File: config.mk
export PLATFORM = sky130hd
export DESIGN_NAME = lcl_irq_unit
export DESIGN_NICKNAME = d
export VERILOG_FILES = /design/src/rtl/lcl_irq_pkg.sv /design/src/rtl/lcl_core_regs.sv /design/src/rtl/lcl_pin_route.sv /design/src/rtl/lcl_irq_unit.sv
export SDC_FILE = /design/constraint.sdc
export NUM_CORES = 1
export LEC_CHECK = 0
export ABC_AREA = 1
export BUFFER_PORTS_ARGS = -buffer_cell sky130_fd_sc_hd__buf_2
export CORE_ASPECT_RATIO = 1.5
export CORE_MARGIN = 1.5
export CORE_UTILIZATION = 45
export CTS_BUF_LIST = sky130_fd_sc_hd__clkbuf_4 sky130_fd_sc_hd__clkbuf_8
export CTS_CLUSTER_DIAMETER = 40
export CTS_CLUSTER_SIZE = 16
export DETAILED_ROUTE_END_ITERATION = 7
export SETUP_SLACK_MARGIN = 0.15
export SLEW_MARGIN = 25
export SYNTH_ARGS = -nofsm -noshare
export SYNTH_HDL_FRONTEND = slang
export SYNTH_HIERARCHICAL = 1
export SYNTH_SLANG_ARGS = --single-unit
File: constraint.sdc
create_clock -name clk -period 2.45 [get_ports clk]
set_input_delay 0.245 -clock clk [delete_from_list [all_inputs] [get_ports clk]]
set_output_delay 0.245 -clock clk [all_outputs]
set_load 0.01 [all_outputs]
File: src/rtl/lcl_irq_pkg.sv
package lcl_irq_pkg;
  localparam int SRC_N  = 5;
  localparam int HW_N   = 3;
  localparam int SW_N   = 2;
  localparam int FLAG_N = 4;
  localparam int ADDR_W = 5;
  localparam int DATA_W = 8;
  localparam int MAP_EN_BIT = 7;

  localparam logic [3:0] OFF_CTL    = 4'd0;
  localparam logic [3:0] OFF_PEND   = 4'd1;
  localparam logic [3:0] OFF_SWPEND = 4'd2;
  localparam logic [3:0] OFF_MASK   = 4'd3;
  localparam logic [3:0] OFF_SMASK  = 4'd4;
  localparam logic [3:0] OFF_RMASK  = 4'd5;
  localparam logic [3:0] OFF_TARGET = 4'd6;
  localparam logic [3:0] OFF_MAP0   = 4'd8;
endpackage

File: src/rtl/lcl_core_regs.sv
module lcl_core_regs
  import lcl_irq_pkg::*;
#(
  parameter int PIN_W = 3
) (
  input  logic                     clk,
  input  logic                     rst_n,
  input  logic                     wr_en,
  input  logic [3:0]               wr_off,
  input  logic [DATA_W-1:0]        wdata,
  input  logic [HW_N-1:0]          hw_pend,
  input  logic [FLAG_N-1:0]        rt_flags,
  output logic                     ext_mode,
  output logic [SRC_N-1:0]         mask,
  output logic [SW_N-1:0]          swpend,
  output logic [SRC_N-1:0]         routable,
  output logic [SRC_N-1:0]         map_en,
  output logic [SRC_N*PIN_W-1:0]   map_pin,
  output logic [SRC_N-1:0]         masked_pend
);
  logic [SRC_N-1:0] pend_vec;

  always_comb begin
    pend_vec    = {swpend, hw_pend};
    masked_pend = pend_vec & mask;
    if (ext_mode) routable = '1;
    else          routable = {rt_flags[3], rt_flags[3], rt_flags[2], rt_flags[1], rt_flags[0]};
  end

  always_ff @(posedge clk) begin
    if (!rst_n) begin
      ext_mode <= 1'b0;
      mask     <= '0;
      swpend   <= '0;
    end else if (wr_en) begin
      case (wr_off)
        OFF_CTL:    ext_mode <= wdata[0];
        OFF_SWPEND: swpend   <= wdata[SW_N-1:0];
        OFF_SMASK:  mask     <= mask | wdata[SRC_N-1:0];
        OFF_RMASK:  mask     <= mask & ~wdata[SRC_N-1:0];
        default: ;
      endcase
    end
  end

  for (genvar g = 0; g < SRC_N; g++) begin : g_map
    logic hit;
    assign hit = wr_en && (wr_off == 4'(int'(OFF_MAP0) + g)) && routable[g];

    always_ff @(posedge clk) begin
      if (!rst_n) begin
        map_en[g]                 <= 1'b0;
        map_pin[g*PIN_W +: PIN_W] <= '0;
      end else if (hit) begin
        map_en[g]                 <= wdata[MAP_EN_BIT];
        map_pin[g*PIN_W +: PIN_W] <= wdata[PIN_W-1:0];
      end
    end

    assert_map_ignore_R8: assert property (@(posedge clk) disable iff (!rst_n)
      (wr_en && wr_off == 4'(int'(OFF_MAP0) + g) && !routable[g])
      |=> ($stable(map_en[g]) && $stable(map_pin[g*PIN_W +: PIN_W])));
  end

  assert_smask_sets_R2: assert property (@(posedge clk) disable iff (!rst_n)
    (wr_en && wr_off == OFF_SMASK)
    |=> ((mask & $past(wdata[SRC_N-1:0])) == $past(wdata[SRC_N-1:0])));

  assert_rmask_clears_R3: assert property (@(posedge clk) disable iff (!rst_n)
    (wr_en && wr_off == OFF_RMASK) |=> ((mask & $past(wdata[SRC_N-1:0])) == '0));

  assert_swpend_holds_R5: assert property (@(posedge clk) disable iff (!rst_n)
    !(wr_en && wr_off == OFF_SWPEND) |=> $stable(swpend));
endmodule

File: src/rtl/lcl_pin_route.sv
module lcl_pin_route
  import lcl_irq_pkg::*;
#(
  parameter int PIN_W = 3,
  localparam int NUM_PINS = 1 << PIN_W
) (
  input  logic                   clk,
  input  logic                   rst_n,
  input  logic [SRC_N-1:0]       masked_pend,
  input  logic [SRC_N-1:0]       routable,
  input  logic [SRC_N-1:0]       map_en,
  input  logic [SRC_N*PIN_W-1:0] map_pin,
  output logic [NUM_PINS-1:0]    pins_o
);
  logic [SRC_N-1:0]    live;
  logic [NUM_PINS-1:0] pins_d;

  always_comb begin
    live   = masked_pend & routable & map_en;
    pins_d = '0;
    for (int s = 0; s < SRC_N; s++)
      if (live[s]) pins_d[map_pin[s*PIN_W +: PIN_W]] = 1'b1;
  end

  always_ff @(posedge clk) begin
    if (!rst_n) pins_o <= '0;
    else        pins_o <= pins_d;
  end

  assert_quiet_pins_R10: assert property (@(posedge clk) disable iff (!rst_n)
    (masked_pend == '0) |=> (pins_o == '0));

  assert_no_unrouted_R7: assert property (@(posedge clk) disable iff (!rst_n)
    (routable == '0) |=> (pins_o == '0));

  assert_pin_count_R10: assert property (@(posedge clk) disable iff (!rst_n)
    1'b1 |=> ($countones(pins_o) <= $countones($past(masked_pend))));
endmodule

File: src/rtl/lcl_irq_unit.sv
module lcl_irq_unit
  import lcl_irq_pkg::*;
#(
  parameter int NUM_CORES = 2,
  parameter int PIN_W     = 3,
  localparam int CORE_W   = (NUM_CORES > 1) ? $clog2(NUM_CORES) : 1,
  localparam int SLOTS    = 1 << CORE_W,
  localparam int NUM_PINS = 1 << PIN_W
) (
  input  logic                      clk,
  input  logic                      rst_n,
  input  logic                      acc_en,
  input  logic                      acc_we,
  input  logic [CORE_W-1:0]         acc_core,
  input  logic [ADDR_W-1:0]         acc_addr,
  input  logic [DATA_W-1:0]         acc_wdata,
  output logic [DATA_W-1:0]         rd_data_o,
  input  logic [NUM_CORES*HW_N-1:0]   hw_pend_i,
  input  logic [NUM_CORES*FLAG_N-1:0] rt_flags_i,
  output logic [NUM_CORES*NUM_PINS-1:0] irq_pin_o
);
  logic [CORE_W-1:0]      target_sel [SLOTS];
  logic [CORE_W-1:0]      tgt;
  logic                   tgt_ok, req_ok;
  logic [3:0]             off;
  logic [NUM_CORES-1:0]   wr_core;

  logic                   ext_a    [NUM_CORES];
  logic [SRC_N-1:0]       mask_a   [NUM_CORES];
  logic [SW_N-1:0]        sw_a     [NUM_CORES];
  logic [SRC_N-1:0]       rout_a   [NUM_CORES];
  logic [SRC_N-1:0]       men_a    [NUM_CORES];
  logic [SRC_N*PIN_W-1:0] mpin_a   [NUM_CORES];
  logic [SRC_N-1:0]       mpend_a  [NUM_CORES];

  always_comb begin
    off    = acc_addr[3:0];
    req_ok = int'(acc_core) < NUM_CORES;
    tgt    = acc_addr[ADDR_W-1] ? target_sel[acc_core] : acc_core;
    tgt_ok = req_ok && (int'(tgt) < NUM_CORES);
  end

  for (genvar c = 0; c < NUM_CORES; c++) begin : g_core
    assign wr_core[c] = acc_en && acc_we && tgt_ok && (int'(tgt) == c) && (off != OFF_TARGET);

    lcl_core_regs #(.PIN_W(PIN_W)) regs_i (
      .clk(clk), .rst_n(rst_n), .wr_en(wr_core[c]), .wr_off(off), .wdata(acc_wdata),
      .hw_pend(hw_pend_i[c*HW_N +: HW_N]), .rt_flags(rt_flags_i[c*FLAG_N +: FLAG_N]),
      .ext_mode(ext_a[c]), .mask(mask_a[c]), .swpend(sw_a[c]), .routable(rout_a[c]),
      .map_en(men_a[c]), .map_pin(mpin_a[c]), .masked_pend(mpend_a[c])
    );

    lcl_pin_route #(.PIN_W(PIN_W)) route_i (
      .clk(clk), .rst_n(rst_n), .masked_pend(mpend_a[c]), .routable(rout_a[c]),
      .map_en(men_a[c]), .map_pin(mpin_a[c]), .pins_o(irq_pin_o[c*NUM_PINS +: NUM_PINS])
    );
  end

  for (genvar s = 0; s < SLOTS; s++) begin : g_target
    always_ff @(posedge clk) begin
      if (!rst_n) target_sel[s] <= '0;
      else if (acc_en && acc_we && req_ok && off == OFF_TARGET && int'(acc_core) == s)
        target_sel[s] <= acc_wdata[CORE_W-1:0];
    end
  end

  logic [DATA_W-1:0] rd_next;
  always_comb begin
    int idx;
    rd_next = '0;
    idx     = int'(off) - int'(OFF_MAP0);
    if (off == OFF_TARGET) begin
      if (req_ok) rd_next[CORE_W-1:0] = target_sel[acc_core];
    end else if (tgt_ok) begin
      case (off)
        OFF_CTL:    rd_next[FLAG_N:0] = {rt_flags_i[int'(tgt)*FLAG_N +: FLAG_N], ext_a[tgt]};
        OFF_PEND:   rd_next[SRC_N-1:0] = mpend_a[tgt];
        OFF_SWPEND: rd_next[SW_N-1:0]  = sw_a[tgt];
        OFF_MASK:   rd_next[SRC_N-1:0] = mask_a[tgt];
        default:
          if (idx >= 0 && idx < SRC_N) begin
            rd_next[MAP_EN_BIT]   = men_a[tgt][idx];
            rd_next[PIN_W-1:0]    = mpin_a[tgt][idx*PIN_W +: PIN_W];
          end
      endcase
    end
  end

  always_ff @(posedge clk) begin
    if (!rst_n) rd_data_o <= '0;
    else if (acc_en && !acc_we) rd_data_o <= rd_next;
  end

  assert_target_load_R9: assert property (@(posedge clk) disable iff (!rst_n)
    (acc_en && acc_we && req_ok && off == OFF_TARGET)
    |=> (target_sel[$past(acc_core)] == $past(acc_wdata[CORE_W-1:0])));

  assert_one_core_written_R9: assert property (@(posedge clk) disable iff (!rst_n)
    $onehot0(wr_core));

  assert_read_hold_R11: assert property (@(posedge clk) disable iff (!rst_n)
    !(acc_en && !acc_we) |=> $stable(rd_data_o));
endmodule

### Word-level counts from Yosys, hierarchy flattened

Memory sizes are Yosys's and may differ from the RTL's.
Cells that the tools add are included.

| word-level totals | value |
|---|---|
| register bits | 78 |
| RAM bits | 2 |
| input bits | 32 |
| output and inout bits | 24 |
| memories kept | 1 |

| operators by class | value |
|---|---|
| add/sub/neg operators | 1 |
| multipliers | 1 |
| magnitude comparators | 24 |
| equality and inequality tests | 12 |
| shift-type cells | 2 |
| muxes and demuxes | 74 |
| bitwise gates (word level) | 24 |
| reductions and logical operators | 50 |

Memory list:

| name | depth | width | read ports | clocked after Yosys merged registers in | wr ports | RTL line | RTL |
|---|---|---|---|---|---|---|---|
| target_sel | 2 | 1 | 1 | 0 | 2 | lcl_irq_unit.sv:22 | `logic [CORE_W-1:0] target_sel [SLOTS];` |

Operator list:

| cell | number |
|---|---|
| $mux 8 | 10 |
| $or 8x8->8 | 8 |
| $mux 5 | 11 |
| $mux 15 | 3 |
| $and 5x5->5 | 8 |
| $logic_and 1x1->1 | 40 |
| $lt 3x4->1 const B | 10 |
| $demux 1 s3 | 10 |
| $ge 3x1->1 const B | 10 |
| $mux 1 | 29 |
| $eq 4x4->1 const B | 5 |
| $pmux 5 s2 | 2 |
| $shiftx 15x8->3 | 1 |
| $eq 4x3->1 const B | 3 |
| $reduce_and 2->1 | 6 |
| $or 5x5->5 | 2 |
| $eq 4x2->1 const B | 2 |
| $mul 5x3->8 const B | 1 |
| $pmux 2 s4 | 1 |
| $shiftx 8x4->4 | 1 |
| $mux 2 | 3 |
| $pmux 2 s3 | 1 |
| $ge 5x1->1 const B | 1 |
| $lt 5x4->1 const B | 1 |
| other kinds (17) | 19 |

### Logic depth before layout (Yosys ltp)

| logic depth | value |
|---|---|
| word-level depth | 13 |
| depth in mapped cells | 21 |
| depth with buffers taken out | 20 |

### Cells and area by module

Netlist, hierarchy kept.

Modules (own cells, without submodules):

| module | instances | cells an instance | area an instance (um2) | sequential area each (um2) |
|---|---|---|---|---|
| lcl_irq_unit | 1 | 341 | 1833.0 | 170.2 |
| lcl_core_regs at g_core[1].regs_i | 1 | 218 | 1441.4 | 560.5 |
| lcl_core_regs at g_core[0].regs_i | 1 | 219 | 1357.6 | 560.5 |
| lcl_pin_route at g_core[0].route_i | 1 | 135 | 744.5 | 160.2 |
| lcl_pin_route at g_core[1].route_i | 1 | 135 | 735.7 | 160.2 |

### Worst setup path after synthesis

No wires, ideal clock.

| timing path | value |
|---|---|
| kind | in2reg |
| start | input acc_addr[3] |
| end | register rd_data_o[2] |
| setup time | 70 ps |
| data arrival time | 2097 ps |
| data required time | 2380 ps |
| slack | 283 ps |
| cell stages on the path | 18 |
| cells stage by stage | inv_1 ha_1 inv_1 ha_1 nand3_1 nand3_1 nand2_1 buf_2 nand3_1 nor2_1 nor2_1 nor3_1 nand2_1 nand3_1 nand2_1 nand2_1 nand2_1 a21oi_1 |

| on the way | value |
|---|---|
| word-level cells in the longest chain between the ends | 6 |
| elaborated cells between the ends (all ways) | 14 |
| classes of those cells | add/sub (1); mul (1); order compare (2); eq/ne (4); shift (1); mux (3); reduce/logical (2) |

RTL lines:

| element | RTL line | RTL |
|---|---|---|
| start: declaration | lcl_irq_unit.sv:15 | `input logic [ADDR_W-1:0] acc_addr,` |
| $sub 4x4->5 | lcl_irq_unit.sv:71 | `idx = int'(off) - int'(OFF_MAP0);` |
| $mul 5x3->8 (tied with other cells) | lcl_irq_unit.sv:83 | `rd_next[PIN_W-1:0] = mpin_a[tgt][idx*PIN_W +: PIN_W];` |
| $shiftx 15x8->3 / $logic_and 1x1->1 (equally long branches) | lcl_irq_unit.sv:83, lcl_irq_unit.sv:81 |  |
| $mux 3 | lcl_irq_unit.sv:81 | `if (idx >= 0 && idx < SRC_N) begin` |
| $pmux 1 s4 | lcl_irq_unit.sv:75 | `case (off)` |
| $mux 4 (*) | lcl_irq_unit.sv:72 | `if (off == OFF_TARGET) begin` |
| end signal: assignment | lcl_irq_unit.sv:91 | `else if (acc_en && !acc_we) rd_data_o <= rd_next;` |
| end: declaration | lcl_irq_unit.sv:17 | `output logic [DATA_W-1:0] rd_data_o,` |

Mark *: on every way between the ends. The rest lies on a longest branch, timed or not.
A chain may end at the register's enable or synchronous reset.

### Final worst setup path

| timing path | value |
|---|---|
| start | input acc_addr[2] |
| end | register rd_data_o[2] |

Same word-level chain as after synthesis.

==> results.cfg <==
[run_status]
outcome = completed

[timing]
setup_tns_ns = 0
hold_violations = 0
finClkSkew_ns = 0.0161
worst_slew_pin_slew_ns = 0.505
drv_slew = 0
slew_headroom = 0.663
finalSetupViolCount = 0
min_period_ns = 2.07
fmax_mhz = 482
rsz0062_at_grt = false
finalCritPeriodShare = 0.846

[synth]
synth_area_sq_um = 6110
yosys_warnings = 6
syn-mean-instance-area_sq_um = 5.83
syn_inst = 1048
yosysUniqueCellTypes = 43
ys_seq_area_frac = 0.264
ys_seq_elements = 80

[global_route]
grt-ovfl-total = 0
grt_usage = 0.283
grt_pass1_vias = 6212
grt_max_degree = 36
grt_pass1_wl_microns = 31900
antenna_found_initial = 0

[critical_path]
slowest_delay_ns = 0.30
worstPathArrival_ns = 2.38
crit_fanout = 8
crit_path_end_kind = flop
crit_family = simple AND/OR/NAND/NOR gates
ff2ff_setup_slack_ns = 0.43
worstPathCellList = buf_2 > inv_1 > ha_1 > inv_1 > ha_1 > nand3_1 > nand3_1 > nand2_2 > buf_4 > nand4_1 > nand3_1 > nand2_1 > nor2_1 > nand2_1 > nand3_1 > nand2_1 > nand2_1 > nand2_1 > a21oi_1
crit_required_ns = 2.75
crit_path_frequent_cell = nand2_1
slowest_stage = ha_1
worstSetupPathType = primary input to flop
cp-start-kind = primary input
worst-path-buf-inv = 4

[layout]
multi_input_area_sq_um = 3770
fill_cells = 1492
nets = 1163
seq_area_sq_um = 1610
drive_gt1_frac = 0.148
area_growth_pct = 12.4
fin_area_sq_um = 6870
diodes = 0

[clocking]
htree_levels = 3
ctsHoldBuffers = 0
cts_tree = yes
clock_latency_ns = 0.38
cts.clk_slew.worst_paths_ns = 0.10
clockBufferDepth = 2
cts_resized = 0
cts_setup_buffers = 0
cts_buffers = 9
root_buffer = clkbuf_8
cts_sinks = 80

[worst_hold_path]
hp-class = primary input to flop

[routing]
via_per_inst = 5.27
ant_nets = 0
drtIter0Drc = 331
detail_route.wl_per_cell_microns = 15.5
drt_pass1_iterations = 5
drc = 0
vias = 6783
totalWireLength_microns = 19900

[placed_design]
io_buffers = 51
routabilityCongestion = 0.935
postPlaceCellArea_sq_um = 6660
dp_hpwl_microns = 15900

[die]
io_pins = 56
die_h_microns = 146
start_util = 0.456
rows = 52
dieArea_sq_um = 14300
die_x_microns = 98.2
core_area_sq_um = 13400

[job]
drv_cap = 0

[power]
p_per_area_nw_per_um2 = 431
leakage_nw = 3.23
p_total_mw = 2.96
vdd_ir_drop_max_mv = 0.230
logic make-up (layout without fill, tap and decap cells):
group / count (synthesis) / count (layout) / share of synthesized area
AND/OR/NAND/NOR: 703 / 703 / 0.516
buffers and inverters: 173 / 249 / 0.121
flip-flops: 80 / 80 / 0.264
AO/OA/AOI/OAI: 79 / 79 / 0.0739
adder cells (fa/ha/maj): 11 / 11 / 0.0237
other: 1 / 2 / 0.000614
XOR/XNOR: 1 / 1 / 0.00143
tightest hold or removal path, delay by kind of cell:
family	cells	cell delay, ns
buffers and inverters	1	0.11
and+or+nand+nor	3	0.16
per-layer routing:
layer | wire length [microns] | share of wire | GRT usage | up-vias
met5 | 0 | 0 | 0 | -
met4 | 606 | 0.030 | 0.117 | 0
met3 | 835 | 0.042 | 0.0274 | 36
met2 | 10600 | 0.53 | 0.529 | 179
met1 | 7900 | 0.40 | 0.324 | 3077
li1 | - | - | - | 3491
cell usage after synthesis, drive strengths merged:
cell type | count | share of area
nor2 | 240 | 0.17
buf | 23 | 0.028
o211ai | 1 | 0.0012
nand2 | 246 | 0.16
clkinv | 1 | 0.00061
a32o | 2 | 0.0033
nand4 | 22 | 0.023
a211oi | 1 | 0.0012
nor3 | 3 | 0.0025
fa | 1 | 0.0033
a221oi | 2 | 0.0029
o311ai | 1 | 0.0014
dfxtp | 79 | 0.26
xnor2 | 1 | 0.0014
inv | 147 | 0.090
ha | 10 | 0.020
conb | 1 | 0.00061
nand3b | 2 | 0.0025
o21ai | 28 | 0.024
o2111ai | 1 | 0.0014
edfxtp | 1 | 0.0049
o221ai | 2 | 0.0029
clkbuf | 2 | 0.0012
o22ai | 1 | 0.0010
a21oi | 36 | 0.029
nor4 | 2 | 0.0020
a22oi | 2 | 0.0025
nand3 | 188 | 0.16
o31ai | 2 | 0.0025
layout make-up:
class                   count  area share
clock buffers              12      0.0222
clock inverters             4     0.00765
inverters                 148      0.0809
multi-input cells         796       0.549
flip-flops and latches     80       0.235
well taps                 162      0.0295
repair buffers             85      0.0762
placed cells by master, fill, tap and decap left out, types with 3 or more instances in the layout:
cell / n
o21ai_1: 6
nor2_4: 7
nor2_8: 3
nor2_1: 217
nand2_2: 9
o21ai_0: 20
inv_2: 23
ha_1: 10
nand3_2: 4
a21oi_1: 36
inv_1: 124
dfxtp_1: 79
nor2_2: 13
buf_4: 33
clkbuf_8: 10
buf_2: 51
nand3_1: 183
nand2_4: 3
nor3_1: 3
nand4_1: 22
nand2_1: 234
worst paths after layout:
path	startpoint	to	cells past startpoint
worst max-delay path	acc_addr[2]	rd_data_o[2]	19
worst min-delay path	acc_wdata[4]	flop	4
worst max register to register	target_sel[0]	rd_data_o[2]	14
worst min register to register	rd_data_o[7]	rd_data_o[7]	2
where the power goes:
part	leakage [nW]	switching (mW)	internal, mW
registers	0.646	0.0119	1.31
clock network	0.108	0.537	0.526
logic	2.48	0.385	0.188
total	3.23	0.934	2.03
metrics by stage:
stage          setup WS [ns]  cells  utilization  hold slack, ns
6_report               0.377   1287        0.512           0.169
5_1_grt                0.148   1287        0.512           0.193
4_1_cts                0.309   1287        0.512           0.158
3_5_place_dp         -0.0807   1271        0.497           0.476
3_3_place_gp         -0.0624   1271        0.497           0.468
2_1_floorplan          0.283   1049            -           0.343
Power figures use the tool's default switching activity.
